[config.mk]
export PLATFORM = sky130hd
export DESIGN_NAME = timer_readback
export DESIGN_NICKNAME = d
export VERILOG_FILES = /design/src/rtl/tmr_rb_pkg.sv /design/src/rtl/tmr_rb_decode.sv /design/src/rtl/tmr_rb_chan.sv /design/src/rtl/timer_readback.sv
export SDC_FILE = /design/constraint.sdc
export NUM_CORES = 1
export LEC_CHECK = 0
export ABC_AREA = 1
export BUFFER_PORTS_ARGS = -buffer_cell sky130_fd_sc_hd__buf_2
export CELL_PAD_IN_SITES_DETAIL_PLACEMENT = 0
export CELL_PAD_IN_SITES_GLOBAL_PLACEMENT = 1
export CORE_MARGIN = 1.5
export CORE_UTILIZATION = 42
export CTS_CLUSTER_DIAMETER = 30
export CTS_CLUSTER_SIZE = 24
export DETAILED_ROUTE_END_ITERATION = 8
export GPL_TIMING_DRIVEN = 1
export HOLD_SLACK_MARGIN = 0.02
export PLACE_DENSITY = 0.92
export RECOVER_POWER = 50
export SYNTH_ARGS = -nofsm -noshare
export SYNTH_HDL_FRONTEND = slang
export SYNTH_SLANG_ARGS = --single-unit
[constraint.sdc]
create_clock -name clk -period 2.03 [get_ports clk]
set_clock_uncertainty 0.1 [all_clocks]
set_input_delay 0.203 -clock clk [delete_from_list [all_inputs] [get_ports clk]]
set_output_delay 0.203 -clock clk [all_outputs]
set_load 0.02 [all_outputs]
[src/rtl/tmr_rb_pkg.sv]
package tmr_rb_pkg;
  localparam int CNT_W  = 16;
  localparam int MODE_W = 6;
  localparam int BYTE_W = 8;

  function automatic logic [BYTE_W-1:0] pack_status(input logic out_lvl,
                                                    input logic null_cnt,
                                                    input logic [MODE_W-1:0] mode);
    return {out_lvl, null_cnt, mode};
  endfunction
endpackage

[src/rtl/tmr_rb_decode.sv]
module tmr_rb_decode #(
  parameter int N_CH = 3
) (
  input  logic            clk,
  input  logic            rst,
  input  logic            ctl_wr,
  input  logic [7:0]      ctl_data,
  output logic [N_CH-1:0] lat_cnt,
  output logic [N_CH-1:0] lat_sts
);
  localparam logic [1:0] RB_CODE = 2'b11;

  always_comb begin
    lat_cnt = '0;
    lat_sts = '0;
    if (ctl_wr) begin
      if (ctl_data[7:6] == RB_CODE) begin
        for (int i = 0; i < N_CH; i++) begin
          if (ctl_data[i+1]) begin
            lat_cnt[i] = ~ctl_data[5];
            lat_sts[i] = ~ctl_data[4];
          end
        end
      end else if (ctl_data[5:4] == 2'b00) begin
        for (int i = 0; i < N_CH; i++)
          if (ctl_data[7:6] == 2'(i)) lat_cnt[i] = 1'b1;
      end
    end
  end

  // a single-counter latch touches at most one channel and never status
  assert_single_latch_R3: assert property (@(posedge clk) disable iff (rst)
    (ctl_wr && ctl_data[7:6] != RB_CODE) |-> ($onehot0(lat_cnt) && lat_sts == '0));
endmodule

[src/rtl/tmr_rb_chan.sv]
module tmr_rb_chan
  import tmr_rb_pkg::*;
(
  input  logic              clk,
  input  logic              rst,
  input  logic              prog,
  input  logic              fmt_two,
  input  logic              lat_cnt,
  input  logic              lat_sts,
  input  logic              rd_stb,
  input  logic [CNT_W-1:0]  live_cnt,
  input  logic [BYTE_W-1:0] sts_in,
  output logic [BYTE_W-1:0] rd_byte
);
  logic              cnt_held, sts_held, byte_hi;
  logic [CNT_W-1:0]  cnt_q;
  logic [BYTE_W-1:0] sts_q;
  logic [CNT_W-1:0]  src;

  always_ff @(posedge clk) begin
    if (rst || prog) begin
      cnt_held <= 1'b0;
      sts_held <= 1'b0;
      byte_hi  <= 1'b0;
      cnt_q    <= '0;
      sts_q    <= '0;
    end else begin
      if (lat_cnt && !cnt_held) begin
        cnt_held <= 1'b1;
        cnt_q    <= live_cnt;
      end
      if (lat_sts && !sts_held) begin
        sts_held <= 1'b1;
        sts_q    <= sts_in;
      end
      if (rd_stb) begin
        if (sts_held) begin
          sts_held <= 1'b0;
        end else if (cnt_held) begin
          if (!fmt_two || byte_hi) cnt_held <= 1'b0;
          if (fmt_two) byte_hi <= ~byte_hi;
        end else if (fmt_two) begin
          byte_hi <= ~byte_hi;
        end
      end
    end
  end

  always_comb begin
    src = cnt_held ? cnt_q : live_cnt;
    if (sts_held)               rd_byte = sts_q;
    else if (fmt_two && byte_hi) rd_byte = src[15:8];
    else                         rd_byte = src[7:0];
  end

  // a held count is not overwritten by a repeated latch
  assert_hold_count_R4: assert property (@(posedge clk) disable iff (rst)
    (cnt_held && lat_cnt && !rd_stb && !prog) |=> (cnt_held && $stable(cnt_q)));
  // a held status is not overwritten by a repeated latch
  assert_hold_status_R4: assert property (@(posedge clk) disable iff (rst)
    (sts_held && lat_sts && !rd_stb && !prog) |=> (sts_held && $stable(sts_q)));
  // reading a held status leaves the count state untouched
  assert_status_first_R5: assert property (@(posedge clk) disable iff (rst)
    (sts_held && rd_stb && !prog && !lat_sts) |=> (!sts_held && $stable(cnt_held) && $stable(byte_hi)));
  // in one-byte format a held count is released by one read
  assert_one_byte_R6: assert property (@(posedge clk) disable iff (rst)
    (cnt_held && !sts_held && rd_stb && !fmt_two && !prog) |=> !cnt_held);
  // reprogramming clears everything
  assert_prog_clear_R9: assert property (@(posedge clk) disable iff (rst)
    prog |=> (!cnt_held && !sts_held && !byte_hi));
endmodule

[src/rtl/timer_readback.sv]
module timer_readback
  import tmr_rb_pkg::*;
#(
  parameter int N_CH = 3
) (
  input  logic                  clk,
  input  logic                  rst,
  input  logic                  ctl_wr,
  input  logic [7:0]            ctl_data,
  input  logic                  rd_en,
  input  logic [1:0]            rd_port,
  output logic [7:0]            rd_data,
  input  logic [N_CH-1:0]       prog,
  input  logic [N_CH-1:0]       fmt_two,
  input  logic [N_CH*CNT_W-1:0] live_count,
  input  logic [N_CH-1:0]       out_level,
  input  logic [N_CH-1:0]       null_flag,
  input  logic [N_CH*MODE_W-1:0] mode_field
);
  logic [N_CH-1:0]   lat_cnt, lat_sts;
  logic [BYTE_W-1:0] ch_byte [N_CH];
  logic [BYTE_W-1:0] sel_byte;

  tmr_rb_decode #(.N_CH(N_CH)) u_dec (
    .clk(clk), .rst(rst), .ctl_wr(ctl_wr), .ctl_data(ctl_data),
    .lat_cnt(lat_cnt), .lat_sts(lat_sts)
  );

  for (genvar g = 0; g < N_CH; g++) begin : g_ch
    tmr_rb_chan u_ch (
      .clk(clk), .rst(rst), .prog(prog[g]), .fmt_two(fmt_two[g]),
      .lat_cnt(lat_cnt[g]), .lat_sts(lat_sts[g]),
      .rd_stb(rd_en && rd_port == 2'(g)),
      .live_cnt(live_count[g*CNT_W +: CNT_W]),
      .sts_in(pack_status(out_level[g], null_flag[g], mode_field[g*MODE_W +: MODE_W])),
      .rd_byte(ch_byte[g])
    );
  end

  always_comb begin
    sel_byte = '0;
    for (int i = 0; i < N_CH; i++)
      if (rd_port == 2'(i)) sel_byte = ch_byte[i];
  end

  always_ff @(posedge clk) begin
    if (rst)        rd_data <= '0;
    else if (rd_en) rd_data <= sel_byte;
  end

  // rd_data holds while no read is issued
  assert_data_hold_R8: assert property (@(posedge clk) disable iff (rst)
    !rd_en |=> $stable(rd_data));
endmodule

==> Yosys cells after proc, flatten, opt, wreduce, memory -nomap -nowiden <==
Index checks and enable logic that the tools add are counted.
{ "totals": {"register_bits": 89, "latchBits": 0, "ram_bits": 0, "mem_bits_ro": 0, "input_bits": 92, "out_inout_bits": 8, "elab_cells": 112, "mem_count": 0} }
{ "op_classes": {"n_addsub": 0, "multipliers": 0, "div": 0, "n_lt_le_gt_ge": 0, "eq_ne": 5, "n_shift": 0, "muxes": 50, "bitwise_logic": 8, "n_reduce_logical": 33} }
{ "ops": {"columns": ["op", "count"], "rows": [
  ["two-way mux 8 bit", 9],
  ["two-way mux 16 bit", 3],
  ["two-way mux 1 bit", 33],
  ["two-way mux 3 bit", 5],
  ["logical AND 1 bit", 12],
  ["zero test 1 bit", 9],
  ["AND reduction 3 bit", 3],
  ["NOT 1 bit", 8],
  ["== test 2 bit, second input constant", 3],
  ["zero test 2 bit", 3],
  ["logical OR 1 bit", 6],
  ["== test 2 x 1 -> 1 bit, second input constant", 2]
]} }

==> Longest topological paths before layout <==
Gate-level depths: netlist (run 1).
{ "logic_depth": {"ltp_word": 11, "mapped_depth": 10, "depth_no_buf": 9} }

==> Hierarchy <==
From an unflattened synthesis (run 1), not the netlist that was laid out.
{ "unflattened": {"cells_unflattened": 811, "hier_area_um2": 5256.3} }
{ "by_module_without_submodules": {"columns": ["mod", "n_inst", "cells_per_inst", "area_per_inst_um2", "seq_area_each_um2"], "rows": [
  ["tmr_rb_chan", 3, 234, 1547.7, 540.5],
  ["timer_readback", 1, 84, 489.2, 160.2],
  ["tmr_rb_decode", 1, 25, 123.9, 0.0]
]} }

==> Least setup slack after synthesis (run 1) <==
No wires, ideal clock.
{ "synth_path": {"kind": "register to register", "from": "reg g_ch[2].u_ch.cnt_held", "to": "reg g_ch[2].u_ch.cnt_q[12]", "setup_time_ps": 119, "t_arrival_ps": 1086, "t_required_ps": 1811, "slack_ps": 725, "stages_incl_launch_ff": 7, "path_buffers": 2, "period_less_slack_ps": 1305, "cell_sequence": "dfxtp_1 -> buf_2 -> nor3_2 -> o211ai_2 -> buf_4 -> o21ai_0 -> a21oi_1"} }
{ "synth_via": {"elab_chain_cells": 2} }
{ "synth_rtl": {"columns": ["item", "line", "source"], "rows": [
  ["from (decl)", "tmr_rb_chan.sv:15", "logic cnt_held, sts_held, byte_hi;"],
  ["from (signal assigned)", "tmr_rb_chan.sv:22", "cnt_held <= 1'b0;"],
  ["from (signal assigned)", "tmr_rb_chan.sv:29", "cnt_held <= 1'b1;"],
  ["from (signal assigned)", "tmr_rb_chan.sv:40", "if (!fmt_two || byte_hi) cnt_held <= 1'b0;"],
  ["zero test 1 bit", "tmr_rb_chan.sv:28", "if (lat_cnt && !cnt_held) begin"],
  ["logical AND 1 bit", "tmr_rb_chan.sv:28", null],
  ["to (signal assigned)", "tmr_rb_chan.sv:30", "cnt_q <= live_cnt;"],
  ["to (decl)", "tmr_rb_chan.sv:16", "logic [CNT_W-1:0] cnt_q;"]
]} }
Every way passes these cells.
A chain may end at the register's enable or synchronous reset.

==> Final worst setup path (run 1) <==
{ "layout_path": {"from": "reg g_ch[2].u_ch.cnt_held", "to": "reg g_ch[2].u_ch.cnt_q[7]"} }
The elaborated chain is that of the path after synthesis.

==> results of run 1 <==
==> worst paths after layout <==
path / end / slack [ns] / cells past startpoint
worst max-delay path: g_ch[2].u_ch.cnt_q[7] / 0.30 / 5
worst min-delay path: g_ch[1].u_ch.cnt_q[14] / 0.03 / 3
worst max register to register: g_ch[2].u_ch.cnt_q[7] / 0.30 / 5
worst min register to register: g_ch[2].u_ch.cnt_q[4] / 0.35 / 2
==> routing by layer <==
| layer | wire length (µm) | share of wire (%) | vias up | GRT usage (%) |
|---|---|---|---|---|
| li1 | - | - | 2446 | - |
| met1 | 5762 | 46 | 2107 | 28.40 |
| met2 | 5662 | 45 | 141 | 35.31 |
| met3 | 882 | 7.1 | 10 | 5.140 |
| met4 | 152 | 1.2 | 0 | 7.237 |
| met5 | 0 | 0 | - | 0 |
==> synth_stat cells <==
library cell	count	area, µm²
nand3_4	1	17.52
or2_1	1	6.260
clkinv_4	1	8.760
o21ai_1	2	10.01
clkbuf_1	6	22.52
xor2_1	1	8.760
buf_4	8	60.06
inv_2	2	7.510
o211ai_2	2	25.02
nand2_2	3	18.77
dfxtp_1	89	1782
nand4_4	3	63.81
nor3b_1	1	7.510
nor3_2	2	20.02
inv_1	107	401.6
a211oi_1	6	45.04
buf_6	5	56.30
clkinv_1	1	3.750
buf_2	16	80.08
nand3_1	48	240.2
o21ai_0	67	335.3
a211oi_2	17	212.7
nand2_1	135	506.7
a21oi_1	77	385.4
o211ai_1	10	75.07
nor2_2	1	6.260
nand4_1	4	25.02
nor4_1	1	6.260
or3_1	1	6.260
nand3_2	1	10.01
nor2_1	67	251.5
nor3_1	2	10.01
o21ai_2	1	8.760
==> layout make-up <==
cell class	instances	area share, %
inverters	111	7.438
flip-flops and latches	89	31.43
clock inverters	4	1.236
well taps	140	3.090
repair buffers	137	14.74
multi-input cells	454	39.81
clock buffers	10	2.251
==> power groups by stage <==
| stage | logic (W) | registers, W | clock network, W |
|---|---|---|---|
| 4_1_cts | 0.000517 | 0.00180 | 0.00132 |
| 5_1_grt | 0.000569 | 0.00181 | 0.00138 |
| 2_1_floorplan | 0.000279 | 0.00185 | 0 |
| 6_report | 0.000506 | 0.00181 | 0.00128 |
| 3_3_place_gp | 0.000468 | 0.00184 | 0 |
| 3_5_place_dp | 0.000478 | 0.00185 | 0 |
==> worst max-delay path, stage by stage (launching register included) <==
cell	delay, ns
dfxtp_1	0.37
nor3_1	0.20
o211ai_1	0.15
clkbuf_2	0.39
o21ai_0	0.31
a21oi_1	0.06
==> through the flow <==
| stage | std cells | hold slack [ns] | utilization, % | setup WS (ns) |
|---|---|---|---|---|
| floorplan | 689 | 0.2458 | - | 0.7247 |
| global placement | 904 | 0.3291 | 48.44 | 0.4008 |
| detailed placement | 904 | 0.3381 | 48.44 | 0.3808 |
| CTS | 944 | 0.02380 | 52.64 | 0.3638 |
| global route | 945 | 0.01650 | 52.07 | 0.1240 |
| finish | 945 | 0.03087 | 52.07 | 0.2975 |
==> registers in the layout (all words and copies together), names as in the netlist <==
name / count
rd_data: 8
g_ch.u_ch.byte_hi: 3
g_ch.u_ch.cnt_q: 48
g_ch.u_ch.cnt_held: 3
g_ch.u_ch.sts_held: 3
g_ch.u_ch.sts_q: 24
==> kinds of logic (layout without fill, tap and decap cells) <==
kind of cell / count (synthesis) / in the layout / share of synthesized area [%]
DFF: 89 / 89 / 37.71
buffers and inverters: 146 / 262 / 13.56
xor gates and xnor gates: 1 / 1 / 0.1854
AOI/OAI and AO/OA: 182 / 182 / 23.23
and+or+nand+nor: 271 / 271 / 25.32
==> results.sh, run 1 <==
export IMPL_status="completed"
export IMPL_end_kind="register"
export IMPL_nets=894
export IMPL_port_buffers=98
export IMPL_syn_nets=781
export IMPL_dpl_cell_area_mm2=0.005274
export IMPL_ioPinCount=100
export IMPL_p_sw_w=0.0009184
export IMPL_final_common_cell="nand2_1"
export IMPL_finalCritPeriodShare_pct=85.34
export IMPL_synth_seq_cells=89
export IMPL_fin_tns_setup_ns=0
export IMPL_rr_startpoint="g_ch[2].u_ch.cnt_held"
export IMPL_clk_latency_ns=0.37
export IMPL_power_density_mw_per_mm2=632.8
export IMPL_leakage_nw=2.399
export IMPL_grt_use_total_pct=21.80
export IMPL_multi_input_area_mm2=0.002257
export IMPL_cts_sinks=89
export IMPL_crit_path_max_fanout=33
export IMPL_drt_total_wl_um=12460
export IMPL_globalRouteOverflowTotal=0
export IMPL_drt_pass1_iterations=4
export IMPL_cts_htree_levels=3
export IMPL_ant_nets=0
export IMPL_synth_avg_cell_area_um2=6.857
export IMPL_n_antenna_cell=0
export IMPL_dieArea_mm2=0.01189
export IMPL_power_w=0.003587
export IMPL_cts_inserted_buffers=9
export IMPL_swShare_pct=25.60
export IMPL_clkTransAtPathRegs_ns=0.09
export IMPL_antenna_found_initial=0
export IMPL_required_ns=2.16
export IMPL_areaGrowthSynthToFinish_pct=19.99
export IMPL_postSynthCellCount=689
export IMPL_rsz0062_at_grt="false"
export IMPL_setup_violations=0
export IMPL_ys_warnings_count=0
export IMPL_rows=38
export IMPL_holdCritPathClass="input pin to register"
export IMPL_via_count=4704
export IMPL_startpoint="g_ch[2].u_ch.cnt_held"
export IMPL_slew_headroom_pct=50.94
export IMPL_tightest_slew_ns=0.7359
export IMPL_seqPwrFrac_pct=50.3
export IMPL_viasPerCell=4.978
export IMPL_ys_seq_area_share_pct=37.71
export IMPL_layout_common_cells="135 x nand2_1, 107 x inv_1, 90 x buf_2, 89 x dfxtp_1, 77 x a21oi_1"
export IMPL_netlist_cell_type_count=33
export IMPL_die_x_um=109.1
export IMPL_grt_pass1_wl_um=20010
export IMPL_syn_area_mm2=0.004725
export IMPL_arrival_ns=1.86
export IMPL_fin_crit_ns=1.733
export IMPL_cts_resized=0
export IMPL_cts_tree="built"
export IMPL_post_route_cell_area_mm2=0.005669
export IMPL_p_comb_share_pct=14.1
export IMPL_gp_congestion=0.8285
export IMPL_core_area_mm2=0.01089
export IMPL_initial_core_util_pct=43.39
export IMPL_wl_per_cell_um=13.18
export IMPL_vdd_drop_max_mv=0.4142
export IMPL_grt_pass1_vias=4299
export IMPL_clock_power_share_pct=35.6
export IMPL_crit_path_start_kind="register"
export IMPL_die_y_um=109.1
export IMPL_p_int_w=0.002669
export IMPL_hpwl_um=9216
export IMPL_drc=0
export IMPL_cts_setup_buffers=0
export IMPL_drv_cap=0
export IMPL_holdCritStartpoint="live_count[30]"
export IMPL_final_seq_area_mm2=0.001782
export IMPL_final_max_slew_viol_count=0
export IMPL_fmax_mhz=577.2
export IMPL_root_buffer="clkbuf_8"
export IMPL_hold_violations=0
export IMPL_drive_above_1_share_pct=17.39
export IMPL_hold_buffers=26
export IMPL_grt_max_degree=34
export IMPL_drtIter0Drc=272
export IMPL_path_class="register to register"
export IMPL_clockBufferDepth=2
export IMPL_n_fill_cell=1163
Power figures use the tool's default switching activity.
==> run 2: changes to the inputs <==
--- a/config.mk
+++ b/config.mk
@@ -10,13 +10,14 @@
 export CELL_PAD_IN_SITES_DETAIL_PLACEMENT = 0
 export CELL_PAD_IN_SITES_GLOBAL_PLACEMENT = 1
 export CORE_MARGIN = 1.5
-export CORE_UTILIZATION = 42
+export CORE_UTILIZATION = 43
+export CTS_BUF_LIST = sky130_fd_sc_hd__clkbuf_4
 export CTS_CLUSTER_DIAMETER = 30
 export CTS_CLUSTER_SIZE = 24
 export DETAILED_ROUTE_END_ITERATION = 8
 export GPL_TIMING_DRIVEN = 1
 export HOLD_SLACK_MARGIN = 0.02
-export PLACE_DENSITY = 0.92
+export PLACE_DENSITY = 0.94
 export RECOVER_POWER = 50
 export SYNTH_ARGS = -nofsm -noshare
 export SYNTH_HDL_FRONTEND = slang
==> results.sh, run 2 (synthesis results as in run 1) <==
export IMPL_status="completed"
export IMPL_cts_sinks=89
export IMPL_grt_max_degree=34
export IMPL_ant_nets=0
export IMPL_fin_tns_setup_ns=0
export IMPL_drc=0
export IMPL_fin_crit_ns=1.790
export IMPL_crit_path_max_fanout=31
export IMPL_n_antenna_cell=0
export IMPL_nets=939
export IMPL_drtIter0Drc=284
export IMPL_end_kind="register"
export IMPL_globalRouteOverflowTotal=0
export IMPL_drive_above_1_share_pct=16.43
export IMPL_route_met3_wl_um=701
export IMPL_port_buffers=98
export IMPL_slowest_stage="dfxtp_1"
export IMPL_largest_reg_flops=48
export IMPL_initial_core_util_pct=43.77
export IMPL_cts_tree="built"
export IMPL_grt_use_total_pct=22.59
export IMPL_clkTransAtPathRegs_ns=0.15
export IMPL_rows=38
export IMPL_areaGrowthSynthToFinish_pct=28.79
export IMPL_final_common_cell="nand2_1"
export IMPL_clockBufferDepth=2
export IMPL_die_y_um=107.8
export IMPL_power_w=0.003515
export IMPL_drv_cap=0
export IMPL_top_layer_used="met4"
export IMPL_layout_common_cells="135 x nand2_1, 107 x inv_1, 89 x dfxtp_1, 89 x buf_2, 77 x a21oi_1"
export IMPL_drt_total_wl_um=12950
export IMPL_drt_pass1_iterations=6
export IMPL_dpl_cell_area_mm2=0.005266
export IMPL_antenna_found_initial=0
export IMPL_wl_met2_um=6018
export IMPL_leakage_nw=2.555
export IMPL_dieArea_mm2=0.01163
export IMPL_arrival_ns=2.05
export IMPL_core_area_mm2=0.01079
export IMPL_tightest_slew_ns=0.7576
export IMPL_cts_resized=0
export IMPL_largest_register="g_ch.u_ch.cnt_q"
export IMPL_slew_headroom_pct=49.49
export IMPL_hold_buffers=73
export IMPL_crit_path_start_kind="register"
export IMPL_cpPeakStageDelay_ns=0.53
export IMPL_die_x_um=107.8
export IMPL_vdd_drop_max_mv=0.6313
export IMPL_clk_latency_ns=0.47
export IMPL_gp_congestion=0.8574
export IMPL_top_regs="g_ch.u_ch.cnt_q x48, g_ch.u_ch.sts_q x24, rd_data x8"
export IMPL_cts_htree_levels=3
export IMPL_rsz0062_at_grt="false"
export IMPL_hpwl_um=9140
export IMPL_post_route_cell_area_mm2=0.006085
export IMPL_setup_violations=0
export IMPL_grt_pass1_vias=4525
export IMPL_ioPinCount=100
export IMPL_wl_per_cell_um=13.05
export IMPL_final_max_slew_viol_count=0
export IMPL_via_count=4910
export IMPL_power_density_mw_per_mm2=577.7
export IMPL_fmax_mhz=558.7
export IMPL_finalCritPeriodShare_pct=88.17
export IMPL_holdCritPathClass="input pin to register"
export IMPL_hold_violations=0
export IMPL_viasPerCell=4.950
export IMPL_root_buffer="clkbuf_4"
export IMPL_required_ns=2.29
export IMPL_path_class="register to register"
export IMPL_cts_inserted_buffers=9
export IMPL_crit_chain="nor3_1 > o211ai_1 > clkbuf_2 > clkbuf_1 > a21oi_1"
export IMPL_cts_setup_buffers=0
export IMPL_wl_met1_um=5990
export IMPL_grt_pass1_wl_um=20530
[run 2: metal layers]
| metal | vias to the layer above | global-route usage [%] |
|---|---|---|
| met4 | 0 | 7.049 |
| met3 | 16 | 5.266 |
| met1 | 2212 | 29.50 |
| met5 | - | 0 |
| met2 | 139 | 36.90 |
| li1 | 2543 | - |
[run 2: final timing paths]
kind / startpoint / cells after the start / to / slack, ns
max: g_ch[2].u_ch.cnt_held / 5 / g_ch[2].u_ch.cnt_q[8] / 0.24
min: live_count[14] / 5 / g_ch[0].u_ch.cnt_q[14] / 0.04
max reg2reg: g_ch[2].u_ch.cnt_held / 5 / g_ch[2].u_ch.cnt_q[8] / 0.24
min reg2reg: g_ch[2].u_ch.cnt_q[4] / 2 / g_ch[2].u_ch.cnt_q[4] / 0.35
[run 2: worst max-delay path: cells and delay by family (launching register included)]
family,cells,cell delay [ns]
AND/OR/NAND/NOR,1,0.11
AO/OA/AOI/OAI,2,0.24
buffers and inverters,2,0.70
flip-flops,1,0.53
[run 2: per-stage QoR]
stage / setup WS (ns) / cells / util [%] / hold slack [ns]
finish: 0.2401 / 992 / 56.38 / 0.04121
global route: 0.1397 / 992 / 56.38 / 0.06614
CTS: 0.3021 / 992 / 57.07 / 0.02029
detailed placement: 0.3328 / 903 / 48.79 / 0.3391
global placement: 0.3739 / 903 / 48.79 / 0.3285
floorplan: 0.7247 / 689 / - / 0.2458
[run 2: power by group]
part | total [W] | internal [W] | switching (W)
logic | 0.000577 | 0.000266 | 0.000311
clock network | 0.00113 | 0.000495 | 0.000637
registers | 0.00181 | 0.00179 | 0.0000195
[run 2: cell type report]
cell class | instances | area, µm²
fill | 1027 | 4708
multi-input combinational | 454 | 2247
sequential | 89 | 1782
timing repair buffer | 182 | 1296
inverter | 111 | 421.7
tap | 140 | 175.2
clock inverter | 7 | 95.09
clock buffer | 9 | 67.56
